### src/rtl/s2inv_pkg.sv
package s2inv_pkg;

    localparam int VMID_W = 16;
    localparam int PAGE_W = 40;
    localparam logic [5:0] TRAP_EC = 6'h18;

    typedef enum logic [1:0] {
        RES_EXEC  = 2'd0,
        RES_NOP   = 2'd1,
        RES_UNDEF = 2'd2,
        RES_TRAP  = 2'd3
    } res_e;

    typedef struct packed {
        logic              vld;
        logic [VMID_W-1:0] vmid;
        logic              ns;
        logic              s2only;
        logic              last;
        logic [1:0]        gran;
        logic [1:0]        lvl;
        logic [PAGE_W-1:0] page;
    } tlb_ent_t;

    // number of page-number bits covered by one block of the given size
    function automatic logic [4:0] blk_bits(input logic [1:0] gran, input logic [1:0] lvl);
        logic [4:0] r;
        r = 5'd0;
        unique case (gran)
            2'b01: begin
                unique case (lvl)
                    2'd3: r = 5'd0;
                    2'd2: r = 5'd9;
                    2'd1: r = 5'd18;
                    default: r = 5'd27;
                endcase
            end
            2'b10: begin
                unique case (lvl)
                    2'd3: r = 5'd2;
                    2'd2: r = 5'd13;
                    default: r = 5'd24;
                endcase
            end
            2'b11: begin
                unique case (lvl)
                    2'd3: r = 5'd4;
                    2'd2: r = 5'd17;
                    default: r = 5'd30;
                endcase
            end
            default: r = 5'd0;
        endcase
        return r;
    endfunction

    function automatic logic page_eq(input logic [PAGE_W-1:0] a, input logic [PAGE_W-1:0] b,
                                     input logic [4:0] bits);
        logic [PAGE_W-1:0] keep;
        keep = ~((PAGE_W'(1) << bits) - PAGE_W'(1));
        return ((a ^ b) & keep) == '0;
    endfunction

endpackage

### src/rtl/s2inv_decode.sv
module s2inv_decode
    import s2inv_pkg::*;
(
    input  logic [63:0] op,
    input  logic [1:0]  el,
    input  logic        nonsec,
    input  logic        el2_en,
    input  logic        nv_en,
    input  logic        sec_el2_en,
    output res_e        res,
    output logic        tgt_ns,
    output logic        hint_on,
    output logic [1:0]  hint_gran,
    output logic [1:0]  hint_lvl,
    output logic [3:0]  ipa_hi,
    output logic [35:0] ipa_lo
);

    always_comb begin
        unique case (el)
            2'd0:    res = RES_UNDEF;
            2'd1:    res = (el2_en && nv_en) ? RES_TRAP : RES_UNDEF;
            2'd2:    res = RES_EXEC;
            default: res = el2_en ? RES_EXEC : RES_NOP;
        endcase
    end

    // IPA space: non-secure callers always hit the non-secure space
    always_comb begin
        if (nonsec)          tgt_ns = 1'b1;
        else if (sec_el2_en) tgt_ns = op[63];
        else                 tgt_ns = 1'b0;
    end

    assign hint_gran = op[47:46];
    assign hint_lvl  = op[45:44];
    assign hint_on   = (hint_gran != 2'b00) && (hint_lvl != 2'b00)
                       && !((hint_gran == 2'b10) && (hint_lvl == 2'b01));
    assign ipa_hi    = op[39:36];
    assign ipa_lo    = op[35:0];

endmodule

### src/rtl/s2inv_match.sv
module s2inv_match
    import s2inv_pkg::*;
(
    input  tlb_ent_t          ent,
    input  logic [VMID_W-1:0] vmid,
    input  logic              tgt_ns,
    input  logic              hint_on,
    input  logic [1:0]        hint_gran,
    input  logic [1:0]        hint_lvl,
    input  logic [3:0]        ipa_hi,
    input  logic [35:0]       ipa_lo,
    input  logic              lpa52_en,
    output logic              hit
);

    logic [PAGE_W-1:0] cmd_page;
    logic              qual_ok;
    logic              hint_ok;

    always_comb begin
        cmd_page = {((lpa52_en && ent.gran == 2'b11) ? ipa_hi : 4'b0000), ipa_lo};
        qual_ok  = ent.vld && ent.s2only && ent.last && (ent.vmid == vmid) && (ent.ns == tgt_ns);
        hint_ok  = !hint_on || ((ent.gran == hint_gran) && (ent.lvl == hint_lvl));
        hit      = qual_ok && hint_ok && page_eq(ent.page, cmd_page, blk_bits(ent.gran, ent.lvl));
    end

endmodule

### src/rtl/s2_ipa_inval_tlb.sv
module s2_ipa_inval_tlb
    import s2inv_pkg::*;
#(
    parameter int NUM_ENT = 16
) (
    input  logic              clk,
    input  logic              rst_n,
    input  logic              fill_valid,
    input  logic [VMID_W-1:0] fill_vmid,
    input  logic              fill_ns,
    input  logic              fill_s2only,
    input  logic              fill_last,
    input  logic [1:0]        fill_gran,
    input  logic [1:0]        fill_lvl,
    input  logic [PAGE_W-1:0] fill_page,
    input  logic              cmd_valid,
    output logic              cmd_ready,
    input  logic [63:0]       cmd_op,
    input  logic [VMID_W-1:0] cmd_vmid,
    input  logic [1:0]        cmd_el,
    input  logic              cmd_nonsec,
    input  logic              el2_en,
    input  logic              nv_en,
    input  logic              sec_el2_en,
    input  logic              lpa52_en,
    output logic              done_o,
    output logic [1:0]        result_o,
    output logic [5:0]        trap_ec_o,
    input  logic [VMID_W-1:0] lk_vmid,
    input  logic              lk_ns,
    input  logic [PAGE_W-1:0] lk_page,
    output logic              lk_hit
);

    localparam int PTR_W = (NUM_ENT > 1) ? $clog2(NUM_ENT) : 1;
    localparam logic [PTR_W-1:0] PTR_LAST = PTR_W'(NUM_ENT - 1);

    typedef struct packed {
        tlb_ent_t [NUM_ENT-1:0] ent;
        logic [PTR_W-1:0]       ptr;
        logic                   done;
        res_e                   res;
        logic [5:0]             ec;
    } st_t;

    st_t st_d, st_q;

    res_e        dec_res;
    logic        dec_ns, dec_hint_on;
    logic [1:0]  dec_hgran, dec_hlvl;
    logic [3:0]  dec_hi;
    logic [35:0] dec_lo;
    logic        cmd_acc;

    logic [NUM_ENT-1:0] inv_hit;
    logic [NUM_ENT-1:0] lk_hit_v;
    logic [NUM_ENT-1:0] vld_q;

    s2inv_decode u_dec (
        .op         (cmd_op),
        .el         (cmd_el),
        .nonsec     (cmd_nonsec),
        .el2_en     (el2_en),
        .nv_en      (nv_en),
        .sec_el2_en (sec_el2_en),
        .res        (dec_res),
        .tgt_ns     (dec_ns),
        .hint_on    (dec_hint_on),
        .hint_gran  (dec_hgran),
        .hint_lvl   (dec_hlvl),
        .ipa_hi     (dec_hi),
        .ipa_lo     (dec_lo)
    );

    for (genvar i = 0; i < NUM_ENT; i++) begin : g_ent
        s2inv_match u_m (
            .ent       (st_q.ent[i]),
            .vmid      (cmd_vmid),
            .tgt_ns    (dec_ns),
            .hint_on   (dec_hint_on),
            .hint_gran (dec_hgran),
            .hint_lvl  (dec_hlvl),
            .ipa_hi    (dec_hi),
            .ipa_lo    (dec_lo),
            .lpa52_en  (lpa52_en),
            .hit       (inv_hit[i])
        );
        assign lk_hit_v[i] = st_q.ent[i].vld && (st_q.ent[i].vmid == lk_vmid)
                             && (st_q.ent[i].ns == lk_ns)
                             && page_eq(st_q.ent[i].page, lk_page,
                                        blk_bits(st_q.ent[i].gran, st_q.ent[i].lvl));
        assign vld_q[i] = st_q.ent[i].vld;
    end

    // a fill in the same cycle takes the slot; the command waits
    assign cmd_ready = !fill_valid;
    assign cmd_acc   = cmd_valid && cmd_ready;

    always_comb begin
        st_d      = st_q;
        st_d.done = 1'b0;
        if (fill_valid) begin
            st_d.ent[st_q.ptr].vld    = 1'b1;
            st_d.ent[st_q.ptr].vmid   = fill_vmid;
            st_d.ent[st_q.ptr].ns     = fill_ns;
            st_d.ent[st_q.ptr].s2only = fill_s2only;
            st_d.ent[st_q.ptr].last   = fill_last;
            st_d.ent[st_q.ptr].gran   = fill_gran;
            st_d.ent[st_q.ptr].lvl    = fill_lvl;
            st_d.ent[st_q.ptr].page   = fill_page;
            st_d.ptr = (st_q.ptr == PTR_LAST) ? '0 : st_q.ptr + PTR_W'(1);
        end
        if (cmd_acc) begin
            st_d.done = 1'b1;
            st_d.res  = dec_res;
            st_d.ec   = (dec_res == RES_TRAP) ? TRAP_EC : 6'd0;
            if (dec_res == RES_EXEC) begin
                for (int i = 0; i < NUM_ENT; i++) begin
                    if (inv_hit[i]) st_d.ent[i].vld = 1'b0;
                end
            end
        end
    end

    always_ff @(posedge clk) begin
        if (!rst_n) st_q <= '0;
        else        st_q <= st_d;
    end

    assign done_o    = st_q.done;
    assign result_o  = st_q.res;
    assign trap_ec_o = st_q.ec;
    assign lk_hit    = |lk_hit_v;

    a_r2_fill_sets_valid: assert property (@(posedge clk) disable iff (!rst_n)
        fill_valid |=> vld_q[$past(st_q.ptr)]);

    a_r9_non_exec_keeps: assert property (@(posedge clk) disable iff (!rst_n)
        (cmd_acc && dec_res != RES_EXEC) |=> (vld_q == $past(vld_q)));

    a_r10_done_follows_accept: assert property (@(posedge clk) disable iff (!rst_n)
        cmd_acc |=> done_o);

    a_r10_no_spurious_done: assert property (@(posedge clk) disable iff (!rst_n)
        !cmd_acc |=> !done_o);

    a_r11_fill_blocks_cmd: assert property (@(posedge clk) disable iff (!rst_n)
        (cmd_valid && fill_valid) |=> !done_o);

    a_r9_trap_code: assert property (@(posedge clk) disable iff (!rst_n)
        done_o |-> ((result_o == RES_TRAP) == (trap_ec_o == TRAP_EC)));

endmodule

### config.mk
export PLATFORM = sky130hd
export DESIGN_NAME = s2_ipa_inval_tlb
export DESIGN_NICKNAME = d
export VERILOG_FILES = /design/src/rtl/s2inv_pkg.sv /design/src/rtl/s2inv_decode.sv /design/src/rtl/s2inv_match.sv /design/src/rtl/s2_ipa_inval_tlb.sv
export SDC_FILE = /design/constraint.sdc
export NUM_CORES = 2
export LEC_CHECK = 0
export BUFFER_PORTS_ARGS = -buffer_cell sky130_fd_sc_hd__buf_2
export CAP_MARGIN = 15
export CORE_MARGIN = 2
export CORE_UTILIZATION = 25
export DETAILED_ROUTE_END_ITERATION = 8
export PLACE_DENSITY = 0.48
export SYNTH_ARGS = -nofsm -noshare
export SYNTH_HDL_FRONTEND = slang
export SYNTH_HIERARCHICAL = 1
export SYNTH_SLANG_ARGS = --single-unit
### constraint.sdc
create_clock -name clk -period 3.5 [get_ports clk]
set_input_delay 0 -clock clk [delete_from_list [all_inputs] [get_ports clk]]
set_output_delay 0 -clock clk [all_outputs]
set_load 0.05 [all_outputs]
; Word level (Yosys, flattened, before mapping)
; Index checks and enable logic that the tools add are counted.
[totals]
output_inout_bits = 11
romBits = 0
register_bits = 1037
elab_cells = 844
ramBits = 0
n_memories = 0
inputBits = 211
latch_bits = 0
[op_classes]
n_addsub = 17
n_eq_ne = 198
n_mux = 161
shift = 16
n_mul = 0
n_bitwise = 80
order_cmp = 2
div_mod_pow = 0
n_reduce_logical = 238
[ops]
columns = op, n
row1 = $bwmux W1024, 8
row2 = $demux W64 S4, 8
row3 = $and A40 B40 Y40, 32
row4 = $logic_not A40 Y1, 32
row5 = $xor A40 B40 Y40, 32
row6 = $mux W1028, 1
row7 = $not A40 Y40, 16
row8 = $shl A1 B5 Y40 const A, 16
row9 = $sub A40 B2 Y40 const B, 16
row10 = $eq A16 B16 Y1, 32
row11 = $pmux W5 S3, 32
row12 = $pmux W5 S2, 32
row13 = $logic_and A1 B1 Y1, 182
row14 = $eq A2 B2 Y1 const B, 67
row15 = $eq A2 B1 Y1 const B, 34
row16 = $mux W4, 17
row17 = $eq A2 B2 Y1, 32
row18 = $mux W64, 1
row19 = $mux W63, 1
row20 = $mux W1, 52
row21 = $mux W47, 1
row22 = $mux W46, 1
row23 = $mux W45, 1
row24 = $mux W44, 1
row25 = 15 further kinds, 65

; Longest topological paths before layout
[logic_depth]
depth_word = 16
depth_mapped = 14
depth_no_buf = 12

; Cells and area by module
; The synthesis kept the hierarchy.
[modules_own_cells]
columns = module, instances, seq_area_each_um2, cells_per_inst, area_each_um2
row1 = s2_ipa_inval_tlb, 1, 20659.8, 6936, 54437.2
row2 = s2inv_match, 16, 0.0, 158, 1127.3
row3 = s2inv_decode, 1, 0.0, 52, 374.1

; Least setup slack after synthesis
; No wires, ideal clock.
[synth_timing]
path_kind = reg-to-output
start = reg (tool-made name)
end = out lk_hit
path_slack_ns = 0.468
path_stages_with_launch = 14
path_buffers = 1
arrival_ns = 3.032
required_ns = 3.500
cell_sequence = dfxtp_1 > nand2_1 > a21oi_1 > inv_1 > ha_1 > clkbuf_1 > nand4bb_1 > a211oi_1 > nor2_1 > a2111oi_0 > o2111ai_1 > o32ai_1 > nor4_1 > o2111ai_1
[synth_lines]
columns = item, line_no
row1 = end: declaration, s2_ipa_inval_tlb.sv:32  ; output logic lk_hit

==> results.json <==
{
  "grt_max_degree": 137,
  "syn_area_sq_mm": 0.07285,
  "outcome": "finished with violations",
  "cp-end-kind": "primary output",
  "yosysSeqAreaShare_pct": 28.36,
  "power_frac_comb_pct": 16.5,
  "critPathArrivalTime_ps": 3780,
  "drv_cap": 0,
  "wl_per_cell_um": 30.42,
  "initial_core_util_pct": 25.09,
  "worst_pin_slew_ps": 1310,
  "root_buffer": "clkbuf_16",
  "syn_inst": 9516,
  "die_x_um": 543.8,
  "syn-mean-instance-area_sq_um": 7.655,
  "rsz0062_at_grt": "true",
  "grt_pass1_vias": 67800,
  "fin_ws_ps": -284.2,
  "period_needed_ps": 3784,
  "first_pass_iters": 7,
  "fin_crit_sh_pct": 108.1,
  "synthFlopType": "dfxtp_1",
  "synth_cell_types": 85,
  "total_power_mw": 32.11,
  "io_buffers": 198,
  "finalClockSkew_ps": 28.32,
  "synth_edf_count": 0,
  "clkPwrFrac_pct": 46.2,
  "finalInstanceArea_sq_mm": 0.08704,
  "core-area_sq_mm": 0.2903,
  "io_pins": 222,
  "seq_power_share_pct": 37.3,
  "hold_viol": 0,
  "grt_use_total_pct": 27.25,
  "antenna_found_initial": 40,
  "instances_no_fill": 13690,
  "cts_buffer_depth": 3,
  "cts_htree_levels": 4,
  "hold_class": "in2reg",
  "rows": 198,
  "synth.area.top_cells": "dfxtp_1 28%, xnor2_1 13%, nand2_1 12%",
  "grt_pass1_wl_mm": 565.4,
  "sw_frac_of_total_pct": 30.57,
  "yosys_register_bits": 1032,
  "cts.clk_slew.worst_paths_ps": 60,
  "cts_tree": "built",
  "area_delta_synth_final_pct": 19.48,
  "vias_per_cell": 5.310,
  "p_int_mw": 22.29,
  "ir_drop_v": 0.0005600,
  "yosysTopAreaCellShare_pct": 28.36,
  "setup_viol": 1,
  "final_common_cell": "nand2_1",
  "num_vias": 72700,
  "first_iter_violations": 8831,
  "pre_cts_slack_ps": -579.1,
  "die-area_sq_mm": 0.2957,
  "power_switching_mw": 9.815,
  "crit_path_start_kind": "flip-flop",
  "critical_path_class": "reg2out",
  "hpwl_mm": 292.9,
  "place_inst": 13350,
  "nets": 9929,
  "crit_fanout": 4,
  "post_dp_cell_area_sq_mm": 0.08077,
  "cts.sinks": 1032,
  "violations": "negative setup slack",
  "grt-ovfl-total": 0,
  "layout-drive-gt1-share_pct": 12.60,
  "max_slew_margin_pct": 12.66,
  "cp.required_ps": 3500,
  "max_freq_mhz": 264.3,
  "routed_wl_mm": 416.5,
  "maxSlewViolCount": 0,
  "final_cell_mix": "2,326 x nand2_1, 1,117 x xnor2_1, 1,034 x a21boi_0",
  "die_y_um": 543.8,
  "ys_warn_count": 6,
  "cellPowerDensity_mw_per_mm2": 368.9,
  "ant_nets": 0,
  "cts_buffers": 136,
  "async_reset_ff_share_pct": 0,
  "drc": 0,
  "gp_congestion": 0.9716,
  "clkLatencyLatePin_ps": 830,
  "total_leakage_power_nw": 28.94,
  "synth.largest_area_cell": "dfxtp_1"
}
## worst max-delay path, stage by stage (launching register included)
cell       delay (ps)
dfxtp_1           340
nand2_1            70
a21o_1            210
ha_2              220
inv_2              80
a31oi_2           120
nor4_2            350
a21oi_1           140
or4_4             560
nor2_4            250
a41oi_4           170
o2111ai_4         250
buf_12            190
## stage by stage
stage	util, %	TNS [ps]	hold WS (ps)
after floorplan	-	0	192.0
after global placement	27.81	-798.9	278.6
after detailed placement	27.82	-682.1	273.1
after CTS	29.91	-344.5	103.8
after global routing	29.97	-390.9	170.1
final	29.98	-284.2	153.4
## path summary, 6_finish.rpt
kind                   start                     to  slack [ps]  cells after the start
setup / recovery   flip-flop                 lk_hit        -280                     12
hold / removal    fill_valid  st_q[10]$_SDFFE_PN0P_         150                      4
setup reg to reg   flip-flop   st_q[780]$_SDFF_PN0_          60                     13
hold reg to reg    flip-flop              flip-flop         460                      2
## layout make-up
cell class | count | area (sq um)
Fill cell | 31290 | 203300
Multi-Input combinational cell | 7557 | 48870
Sequential cell | 1032 | 20680
Timing Repair Buffer | 848 | 7614
Tap cell | 3900 | 4880
Clock buffer | 200 | 4019
Clock inverter | 41 | 546.8
Inverter | 107 | 401.6
Antenna cell | 7 | 17.52
## synthesized netlist by cell type, types with 28 or more instances
cell type,n
a21boi_0,1037
a21oi_1,157
a22oi_1,31
a31oi_1,60
a32oi_1,37
and2_1,35
buf_1,30
buf_2,192
buf_4,58
clkbuf_1,534
dfxtp_1,1032
ha_1,36
inv_1,107
nand2_1,2346
nand2b_1,46
nand3_1,174
nand4_1,253
nor2_1,238
nor2b_1,58
nor3_1,66
nor3b_1,28
nor4_1,101
o2111ai_1,34
o211ai_1,59
o21ai_0,288
o221ai_1,41
o22ai_1,31
xnor2_1,1122
xor2_1,764
## what timing repair did
action / CTS / global route
buffers inserted: 16 / 2
hold buffers: 77 / 0
resized for setup: 140 / 43
pin swaps: 52 / 17
endpoints found under the setup margin: 2 / 6
endpoints found under the hold margin: 963 / 0
## cell families after synthesis
group                    count (synthesis)  share of synthesized area [%]
adder cells (fa/ha/maj)                 59                         0.9343
flip-flops                            1032                          28.36
AND/OR/NAND/NOR                       3461                          20.81
other                                   18                        0.09274
buffers and inverters                  945                          5.745
multiplexers                            11                         0.1563
XOR/XNOR                              1906                          23.12
AO/OA/AOI/OAI                         2084                          20.78
## power groups by stage
| stage | clock [mW] | combinational, mW | sequential, mW |
|---|---|---|---|
| 2_1_floorplan | 0 | 2.51 | 12.2 |
| 3_3_place_gp | 0 | 5.05 | 12.2 |
| 3_5_place_dp | 0 | 5.04 | 12.2 |
| 4_1_cts | 15.0 | 5.16 | 12.0 |
| 5_1_grt | 15.4 | 5.38 | 12.0 |
| 6_report | 14.8 | 5.30 | 12.0 |
## per-layer routing
layer	vias to the layer above	global-route usage (%)	share of wire, %
li1	32290	-	-
met1	35690	35.29	42
met2	3714	41.23	43
met3	975	5.984	8.8
met4	40	16.22	6.8
met5	-	0	0.062
No activity file was read; power rests on OpenSTA's default activity.
